### config.mk
export PLATFORM = sky130hd
export DESIGN_NAME = flash_inval_top
export DESIGN_NICKNAME = d
export VERILOG_FILES = /design/src/rtl/flinv_pkg.sv /design/src/rtl/plru_victim.sv /design/src/rtl/plru_update.sv /design/src/rtl/flinv_seq.sv /design/src/rtl/cache_state_bank.sv /design/src/rtl/flash_inval_top.sv
export SDC_FILE = /design/constraint.sdc
export NUM_CORES = 2
export LEC_CHECK = 0
export BUFFER_PORTS_ARGS = -buffer_cell sky130_fd_sc_hd__buf_2
export CAP_MARGIN = 20
export CELL_PAD_IN_SITES_DETAIL_PLACEMENT = 2
export CELL_PAD_IN_SITES_GLOBAL_PLACEMENT = 2
export CORE_MARGIN = 8
export CORE_UTILIZATION = 40
export DETAILED_ROUTE_END_ITERATION = 8
export GPL_TIMING_DRIVEN = 0
export HOLD_SLACK_MARGIN = 0.02
export PLACE_DENSITY = 0.81
export SYNTH_ARGS = -nofsm -noshare
export SYNTH_HDL_FRONTEND = slang
export SYNTH_SLANG_ARGS = --single-unit
### constraint.sdc
create_clock -name clk -period 5.2 [get_ports clk]
set_input_delay 0.78 -clock clk [delete_from_list [all_inputs] [get_ports clk]]
set_output_delay 0.78 -clock clk [all_outputs]
set_load 0.05 [all_outputs]
### src/rtl/flinv_pkg.sv
package flinv_pkg;
  localparam int REG_W = 32;
  localparam int ICMD_BIT = REG_W - 1 - 20;
  localparam int DCMD_BIT = REG_W - 1 - 21;
  typedef enum logic {
    CACHE_D = 1'b0,
    CACHE_I = 1'b1
  } cache_sel_e;
endpackage

### src/rtl/plru_victim.sv
module plru_victim #(
  parameter int WAYS = 4,
  localparam int LVL = $clog2(WAYS),
  localparam int NB = WAYS - 1
) (
  input  logic [NB-1:0]  tree_bits,
  output logic [LVL-1:0] victim
);
  logic [WAYS-1:0] way_sel;

  for (genvar w = 0; w < WAYS; w++) begin : g_way
    logic [LVL-1:0] step_ok;
    for (genvar l = 0; l < LVL; l++) begin : g_lvl
      localparam int NODE = (1 << l) - 1 + (w >> (LVL - l));
      localparam int DIR = (w >> (LVL - 1 - l)) & 1;
      assign step_ok[l] = (tree_bits[NODE] == 1'(DIR));
    end
    assign way_sel[w] = &step_ok;
  end

  always_comb begin
    victim = '0;
    for (int w = 0; w < WAYS; w++) begin
      if (way_sel[w]) victim = LVL'(w);
    end
  end
endmodule

### src/rtl/plru_update.sv
module plru_update #(
  parameter int WAYS = 4,
  localparam int LVL = $clog2(WAYS),
  localparam int NB = WAYS - 1
) (
  input  logic [NB-1:0]  cur_bits,
  input  logic [LVL-1:0] acc_way,
  output logic [NB-1:0]  next_bits
);
  for (genvar k = 0; k < NB; k++) begin : g_node
    localparam int NLVL = $clog2(k + 2) - 1;
    localparam int POS = k - ((1 << NLVL) - 1);
    localparam int SH = LVL - NLVL;
    logic on_path;
    assign on_path = ((acc_way >> SH) == LVL'(POS));
    assign next_bits[k] = on_path ? ~acc_way[LVL-1-NLVL] : cur_bits[k];
  end
endmodule

### src/rtl/flinv_seq.sv
module flinv_seq #(
  parameter int SETS = 64,
  localparam int SET_W = $clog2(SETS)
) (
  input  logic             clk,
  input  logic             rst_n,
  input  logic             wr_en,
  input  logic             wr_bit,
  input  logic             enable,
  output logic             cmd_q,
  output logic             busy_q,
  output logic [SET_W-1:0] set_idx
);
  localparam logic [SET_W-1:0] LAST = SET_W'(SETS - 1);
  logic start;

  assign start = cmd_q && enable && !busy_q;

  always_ff @(posedge clk) begin
    if (!rst_n) begin
      cmd_q   <= 1'b0;
      busy_q  <= 1'b0;
      set_idx <= '0;
    end else begin
      if (wr_en) cmd_q <= wr_bit;
      else if (start) cmd_q <= 1'b0;
      if (start) begin
        busy_q  <= 1'b1;
        set_idx <= '0;
      end else if (busy_q) begin
        if (set_idx == LAST) begin
          busy_q  <= 1'b0;
          set_idx <= '0;
        end else begin
          set_idx <= set_idx + 1'b1;
        end
      end
    end
  end

  logic [SET_W:0] run_len;
  always_ff @(posedge clk) begin
    if (!rst_n) run_len <= '0;
    else if (busy_q) run_len <= run_len + 1'b1;
    else run_len <= '0;
  end

  assert_autoclear_R2: assert property (@(posedge clk) disable iff (!rst_n)
    (cmd_q && enable && !busy_q && !wr_en) |=> (!cmd_q && busy_q));

  assert_hold_disabled_R3: assert property (@(posedge clk) disable iff (!rst_n)
    (cmd_q && !enable && !busy_q && !wr_en) |=> (cmd_q && !busy_q));

  assert_busy_len_R2: assert property (@(posedge clk) disable iff (!rst_n)
    $fell(busy_q) |-> (run_len == (SET_W+1)'(SETS)));
endmodule

### src/rtl/cache_state_bank.sv
module cache_state_bank #(
  parameter int SETS = 64,
  parameter int WAYS = 4,
  localparam int SET_W = $clog2(SETS),
  localparam int WAY_W = $clog2(WAYS),
  localparam int NB = WAYS - 1
) (
  input  logic             clk,
  input  logic             rst_n,
  input  logic             clr_busy,
  input  logic [SET_W-1:0] clr_set,
  input  logic             req_valid,
  output logic             req_ready,
  input  logic [SET_W-1:0] req_set,
  input  logic [WAYS-1:0]  req_match,
  output logic             rsp_hit,
  output logic [WAY_W-1:0] rsp_way,
  input  logic             fill_valid,
  output logic             fill_ready,
  input  logic [SET_W-1:0] fill_set,
  input  logic [WAY_W-1:0] fill_way,
  output logic [WAY_W-1:0] fill_victim,
  input  logic [SET_W-1:0] snp_set,
  input  logic [WAYS-1:0]  snp_match,
  output logic             snp_hit
);
  logic [WAYS-1:0] valid_q [SETS];
  logic [NB-1:0]   plru_q  [SETS];
  logic [WAYS-1:0] hit_vec;
  logic [NB-1:0]   lk_next;
  logic [NB-1:0]   fill_next;

  assign req_ready  = !clr_busy;
  assign fill_ready = !clr_busy;
  assign hit_vec    = valid_q[req_set] & req_match;
  assign rsp_hit    = req_valid && req_ready && (|hit_vec);
  assign snp_hit    = !clr_busy && (|(valid_q[snp_set] & snp_match));

  always_comb begin
    rsp_way = '0;
    for (int w = WAYS - 1; w >= 0; w--) begin
      if (hit_vec[w]) rsp_way = WAY_W'(w);
    end
  end

  plru_update #(.WAYS(WAYS)) u_lk_upd (
    .cur_bits (plru_q[req_set]),
    .acc_way  (rsp_way),
    .next_bits(lk_next)
  );

  plru_update #(.WAYS(WAYS)) u_fill_upd (
    .cur_bits (plru_q[fill_set]),
    .acc_way  (fill_way),
    .next_bits(fill_next)
  );

  plru_victim #(.WAYS(WAYS)) u_fill_vic (
    .tree_bits(plru_q[fill_set]),
    .victim   (fill_victim)
  );

  always_ff @(posedge clk) begin
    if (!rst_n) begin
      for (int s = 0; s < SETS; s++) begin
        valid_q[s] <= '0;
        plru_q[s]  <= '0;
      end
    end else if (clr_busy) begin
      valid_q[clr_set] <= '0;
      plru_q[clr_set]  <= '0;
    end else begin
      if (rsp_hit) plru_q[req_set] <= lk_next;
      if (fill_valid) begin
        valid_q[fill_set][fill_way] <= 1'b1;
        plru_q[fill_set]            <= fill_next;
      end
    end
  end

  logic any_valid;
  logic any_plru;
  always_comb begin
    any_valid = 1'b0;
    any_plru  = 1'b0;
    for (int s = 0; s < SETS; s++) begin
      any_valid = any_valid | (|valid_q[s]);
      any_plru  = any_plru | (|plru_q[s]);
    end
  end

  assert_sweep_clears_R4: assert property (@(posedge clk) disable iff (!rst_n)
    $fell(clr_busy) |-> !any_valid);

  assert_sweep_plru_R5: assert property (@(posedge clk) disable iff (!rst_n)
    $fell(clr_busy) |-> !any_plru);

  assert_hit_valid_R8: assert property (@(posedge clk) disable iff (!rst_n)
    rsp_hit |-> (valid_q[req_set][rsp_way] && req_match[rsp_way]));
endmodule

### src/rtl/flash_inval_top.sv
module flash_inval_top
  import flinv_pkg::*;
#(
  parameter int SETS = 64,
  parameter int WAYS = 4,
  localparam int SET_W = $clog2(SETS),
  localparam int WAY_W = $clog2(WAYS)
) (
  input  logic             clk,
  input  logic             rst_n,
  input  logic             reg_wr_en,
  input  logic [REG_W-1:0] reg_wr_data,
  input  logic             ic_enable,
  input  logic             dc_enable,
  output logic [1:0]       cmd_pending,
  output logic [1:0]       busy,
  input  logic             i_req_valid,
  output logic             i_req_ready,
  input  logic [SET_W-1:0] i_req_set,
  input  logic [WAYS-1:0]  i_req_match,
  output logic             i_rsp_hit,
  output logic [WAY_W-1:0] i_rsp_way,
  input  logic             i_fill_valid,
  output logic             i_fill_ready,
  input  logic [SET_W-1:0] i_fill_set,
  input  logic [WAY_W-1:0] i_fill_way,
  output logic [WAY_W-1:0] i_fill_victim,
  input  logic [SET_W-1:0] i_snp_set,
  input  logic [WAYS-1:0]  i_snp_match,
  output logic             i_snp_hit,
  input  logic             d_req_valid,
  output logic             d_req_ready,
  input  logic [SET_W-1:0] d_req_set,
  input  logic [WAYS-1:0]  d_req_match,
  output logic             d_rsp_hit,
  output logic [WAY_W-1:0] d_rsp_way,
  input  logic             d_fill_valid,
  output logic             d_fill_ready,
  input  logic [SET_W-1:0] d_fill_set,
  input  logic [WAY_W-1:0] d_fill_way,
  output logic [WAY_W-1:0] d_fill_victim,
  input  logic [SET_W-1:0] d_snp_set,
  input  logic [WAYS-1:0]  d_snp_match,
  output logic             d_snp_hit
);
  logic [SET_W-1:0] i_clr_set;
  logic [SET_W-1:0] d_clr_set;

  flinv_seq #(.SETS(SETS)) u_seq_i (
    .clk    (clk),
    .rst_n  (rst_n),
    .wr_en  (reg_wr_en),
    .wr_bit (reg_wr_data[ICMD_BIT]),
    .enable (ic_enable),
    .cmd_q  (cmd_pending[CACHE_I]),
    .busy_q (busy[CACHE_I]),
    .set_idx(i_clr_set)
  );

  flinv_seq #(.SETS(SETS)) u_seq_d (
    .clk    (clk),
    .rst_n  (rst_n),
    .wr_en  (reg_wr_en),
    .wr_bit (reg_wr_data[DCMD_BIT]),
    .enable (dc_enable),
    .cmd_q  (cmd_pending[CACHE_D]),
    .busy_q (busy[CACHE_D]),
    .set_idx(d_clr_set)
  );

  cache_state_bank #(.SETS(SETS), .WAYS(WAYS)) u_bank_i (
    .clk        (clk),
    .rst_n      (rst_n),
    .clr_busy   (busy[CACHE_I]),
    .clr_set    (i_clr_set),
    .req_valid  (i_req_valid),
    .req_ready  (i_req_ready),
    .req_set    (i_req_set),
    .req_match  (i_req_match),
    .rsp_hit    (i_rsp_hit),
    .rsp_way    (i_rsp_way),
    .fill_valid (i_fill_valid),
    .fill_ready (i_fill_ready),
    .fill_set   (i_fill_set),
    .fill_way   (i_fill_way),
    .fill_victim(i_fill_victim),
    .snp_set    (i_snp_set),
    .snp_match  (i_snp_match),
    .snp_hit    (i_snp_hit)
  );

  cache_state_bank #(.SETS(SETS), .WAYS(WAYS)) u_bank_d (
    .clk        (clk),
    .rst_n      (rst_n),
    .clr_busy   (busy[CACHE_D]),
    .clr_set    (d_clr_set),
    .req_valid  (d_req_valid),
    .req_ready  (d_req_ready),
    .req_set    (d_req_set),
    .req_match  (d_req_match),
    .rsp_hit    (d_rsp_hit),
    .rsp_way    (d_rsp_way),
    .fill_valid (d_fill_valid),
    .fill_ready (d_fill_ready),
    .fill_set   (d_fill_set),
    .fill_way   (d_fill_way),
    .fill_victim(d_fill_victim),
    .snp_set    (d_snp_set),
    .snp_match  (d_snp_match),
    .snp_hit    (d_snp_hit)
  );
endmodule

==> flow_metrics.py <==
metrics = {
    "worst_setup_path": {
        "slowest_stage": "clkbuf_2",
        "cp_max_fo": 10,
        "startpoint": "d_fill_set[2]",
        "endpoint_kind": "primary output",
        "cpMostUsedCell": "clkbuf_2",
        "crit_chain": "clkbuf_2, and3b_2, clkbuf_2, buf_2, a22oi_1, a41oi_1, a21oi_1, nand3_4, mux2i_4, clkbuf_4",
        "arrival_ns": 4.61,
        "criticalPathCategory": "in2out",
        "required_ns": 4.42,
        "worst_setup_path_start_kind": "primary input",
        "cpPeakStageDelay_ns": 0.55,
        "timing.rr.start": "u_seq_d.busy_q",
    },
    "yosys": {
        "synthTopCellsByCount": "edfxtp_1 (896), nor2_1 (834), o31ai_1 (701), nand2_1 (536), o21ai_0 (518)",
        "syn_avg_cell_area_um2": 10.4,
        "ys_async_sr_fraction_pct": 0,
        "syn_nets": 5454,
        "synth-edff-count": 896,
        "synth_area_leader_cell": "edfxtp_1",
        "synthTopCellsByArea": "edfxtp_1 (48%), mux4_2 (9.4%), o31ai_1 (9.4%)",
        "synth_seq_area_share_pct": 48.7,
        "syn_inst": 5355,
        "yosys_warnings": 0,
        "synth_area_mm2": 0.0559,
        "ys.flop_type": "edfxtp_1",
        "ys_seq_elements": 912,
        "synth_top_area_share_pct": 48.2,
        "yosysUniqueCellTypes": 70,
        "yosysMostFrequentCell": "edfxtp_1",
    },
    "detailed_routing": {
        "num_vias": 55600,
        "drt_wl_total_um": 311000,
        "drc": 0,
        "wl_per_cell_um": 41.1,
        "dr.pass1.iters": 6,
        "viasPerCell": 7.35,
        "drt-initial-drc-count": 8458,
        "postRouteAntennaNets": 0,
    },
    "global_routing": {
        "first_global_vias": 56400,
        "grt_pass1_wl_um": 429000,
        "grt.overflow.total": 0,
        "antenna_found_initial": 30,
        "grt_use_total_pct": 39.1,
        "grt_max_degree": 24,
    },
    "timing": {
        "worstMarginPinSlew_ns": 1.29,
        "hold_slack_ns": 0.239,
        "final-setup-viol-count": 25,
        "fin_skew_ns": 0.0324,
        "slew_violations": 0,
        "hold_viol": 0,
        "finalCriticalPeriod_ns": 5.39,
        "relSlewSlack_pct": 13.1,
        "clock.fmax_mhz": 186,
        "fin_ws_ns": -0.189,
        "post-route-period-util_pct": 104,
    },
    "die": {
        "fp.coreArea_mm2": 0.139,
        "ioPinCount": 117,
        "dieArea_mm2": 0.152,
        "fp.dieW_um": 390,
        "initial_core_util_pct": 40.2,
        "die-height_um": 390,
        "rows": 137,
    },
    "cells_and_area": {
        "area_growth_pct": 13.1,
        "nets": 5678,
        "fillerInstances": 14300,
        "drive_gt1_share_pct": 13.8,
        "utilization_pct": 45.5,
        "multi_input_area_mm2": 0.0264,
        "seq_area_mm2": 0.0272,
    },
    "clock_tree": {
        "root_buffer": "clkbuf_16",
        "hold_buffers": 0,
        "cts_max_level": 3,
        "insertion_delay_ns": 0.79,
        "clk_path_buf_depth": 3,
        "clock-sinks": 912,
        "clk_pin_slew_worst_paths_ns": 0.06,
        "cts_tree": "done",
        "cts_inserted_buffers": 110,
    },
    "place": {
        "hpwl_um": 217000,
        "portBuffers": 61,
        "gp_congestion": 1.00,
    },
    "power": {
        "vdd_drop_max_uv": 274,
        "p_per_area_mw_per_mm2": 308,
        "leakage_nw": 19.4,
    },
    "status": {
        "status": "finished with violations",
        "violations": "negative setup slack",
    },
    "run": {
        "maxCapViolCount": 0,
    },
    "hold_path": {
        "min_from": "reg_wr_data[10]",
        "hold_path.class": "in2reg",
    },
}
[kinds of logic (layout without fill, tap and decap cells)]
kind of cell,count (synthesis),in the layout,share of synthesized area [%]
other cells,0,13,0
compound gates,1683,1683,20.3
mux,429,429,13.0
buf+inv,598,911,4.62
fa+ha+maj,2,2,0.0448
xor+xnor,8,8,0.125
simple gates,1723,1723,13.2
flops,912,912,48.7
[sequential cells by signal (all words and copies together) (netlist names)]
name / flops
u_bank_i.plru_q: 192
u_seq_d.busy_q: 1
u_seq_i.busy_q: 1
u_bank_i.valid_q: 256
u_seq_i.set_idx: 6
u_seq_d.cmd_q: 1
u_bank_d.plru_q: 192
u_seq_d.set_idx: 6
u_bank_d.valid_q: 256
u_seq_i.cmd_q: 1
[final timing paths]
check                            end  slack, ns  depth (start not counted)
max reg2reg  u_bank_d.valid_q[27][3]      -0.06                          9
min reg2reg            u_seq_d.cmd_q       0.50                          2
max                 d_fill_victim[0]      -0.19                         10
min                    u_seq_d.cmd_q       0.24                          3
[through the flow]
step                instance area (um^2)  setup WS (ns)  power [mW]  std cells   TNS, ns
floorplan                          55900          0.461        10.0       5355         0
global placement                   58500          -2.99        11.2       7292   -980.97
detailed placement                 59200          -2.23        11.3       7340   -480.57
CTS                                62900        -0.0938        19.2       7532   -0.0938
global route                       63200       -0.00105        19.6       7549  -0.00105
finish                             63200         -0.189        19.5       7557     -1.34
[per-layer routing]
layer	share of wire, %	track usage (%)
met4	8.3	26.0
met5	0.041	0
met3	13	10.7
met2	43	59.2
met1	35	48.9
[final cells by class]
class,instances,share of cell area (%)
tap,1876,3.71
buffer,572,4.12
antenna,13,0.0515
multi-input combinational,3845,41.7
timing repair buffer,125,1.66
sequential,912,43.1
clock inverter,66,1.01
clock buffer,135,4.57
inverter,13,0.0772
[critical path, delay by kind of cell]
family	cells	cell delay, ns
buf+inv	4	1.77
compound gates	3	0.80
mux	1	0.47
simple gates	2	0.77
[what timing repair did]
action,in CTS,in global routing
setup buffers,1,7
setup endpoints to repair,238,125
resized for setup,102,45
pin swaps,3,3
[where the power goes]
| part | internal, mW | total (mW) | switching (mW) |
|---|---|---|---|
| Sequential | 8.31 | 8.49 | 0.175 |
| Combinational | 0.778 | 2.91 | 2.13 |
| Clock | 4.44 | 8.08 | 3.64 |
[cell usage in the layout, fill, tap and decap left out, drive strengths merged, types with 13 or more instances in the layout]
cell,synthesis,final
o31ai,701,701
and2,18,18
edfxtp,896,896
nor2b,25,25
inv,13,18
nand2b,14,14
a22o,14,14
nand3,38,38
clkbuf,421,551
a21oi,46,46
clkinv,0,45
o21ai,527,527
mux4,234,234
diode,0,13
a41oi,22,22
a22oi,240,240
dfxtp,16,16
nor3,32,32
mux2i,184,184
buf,164,278
and3,24,24
nand4,20,20
a31oi,20,20
nor3b,24,24
nor4,14,14
or3,107,107
nor2,834,834
nand2,536,536
o311ai,18,18
o22ai,51,51
(Power assumes the default switching activity.)
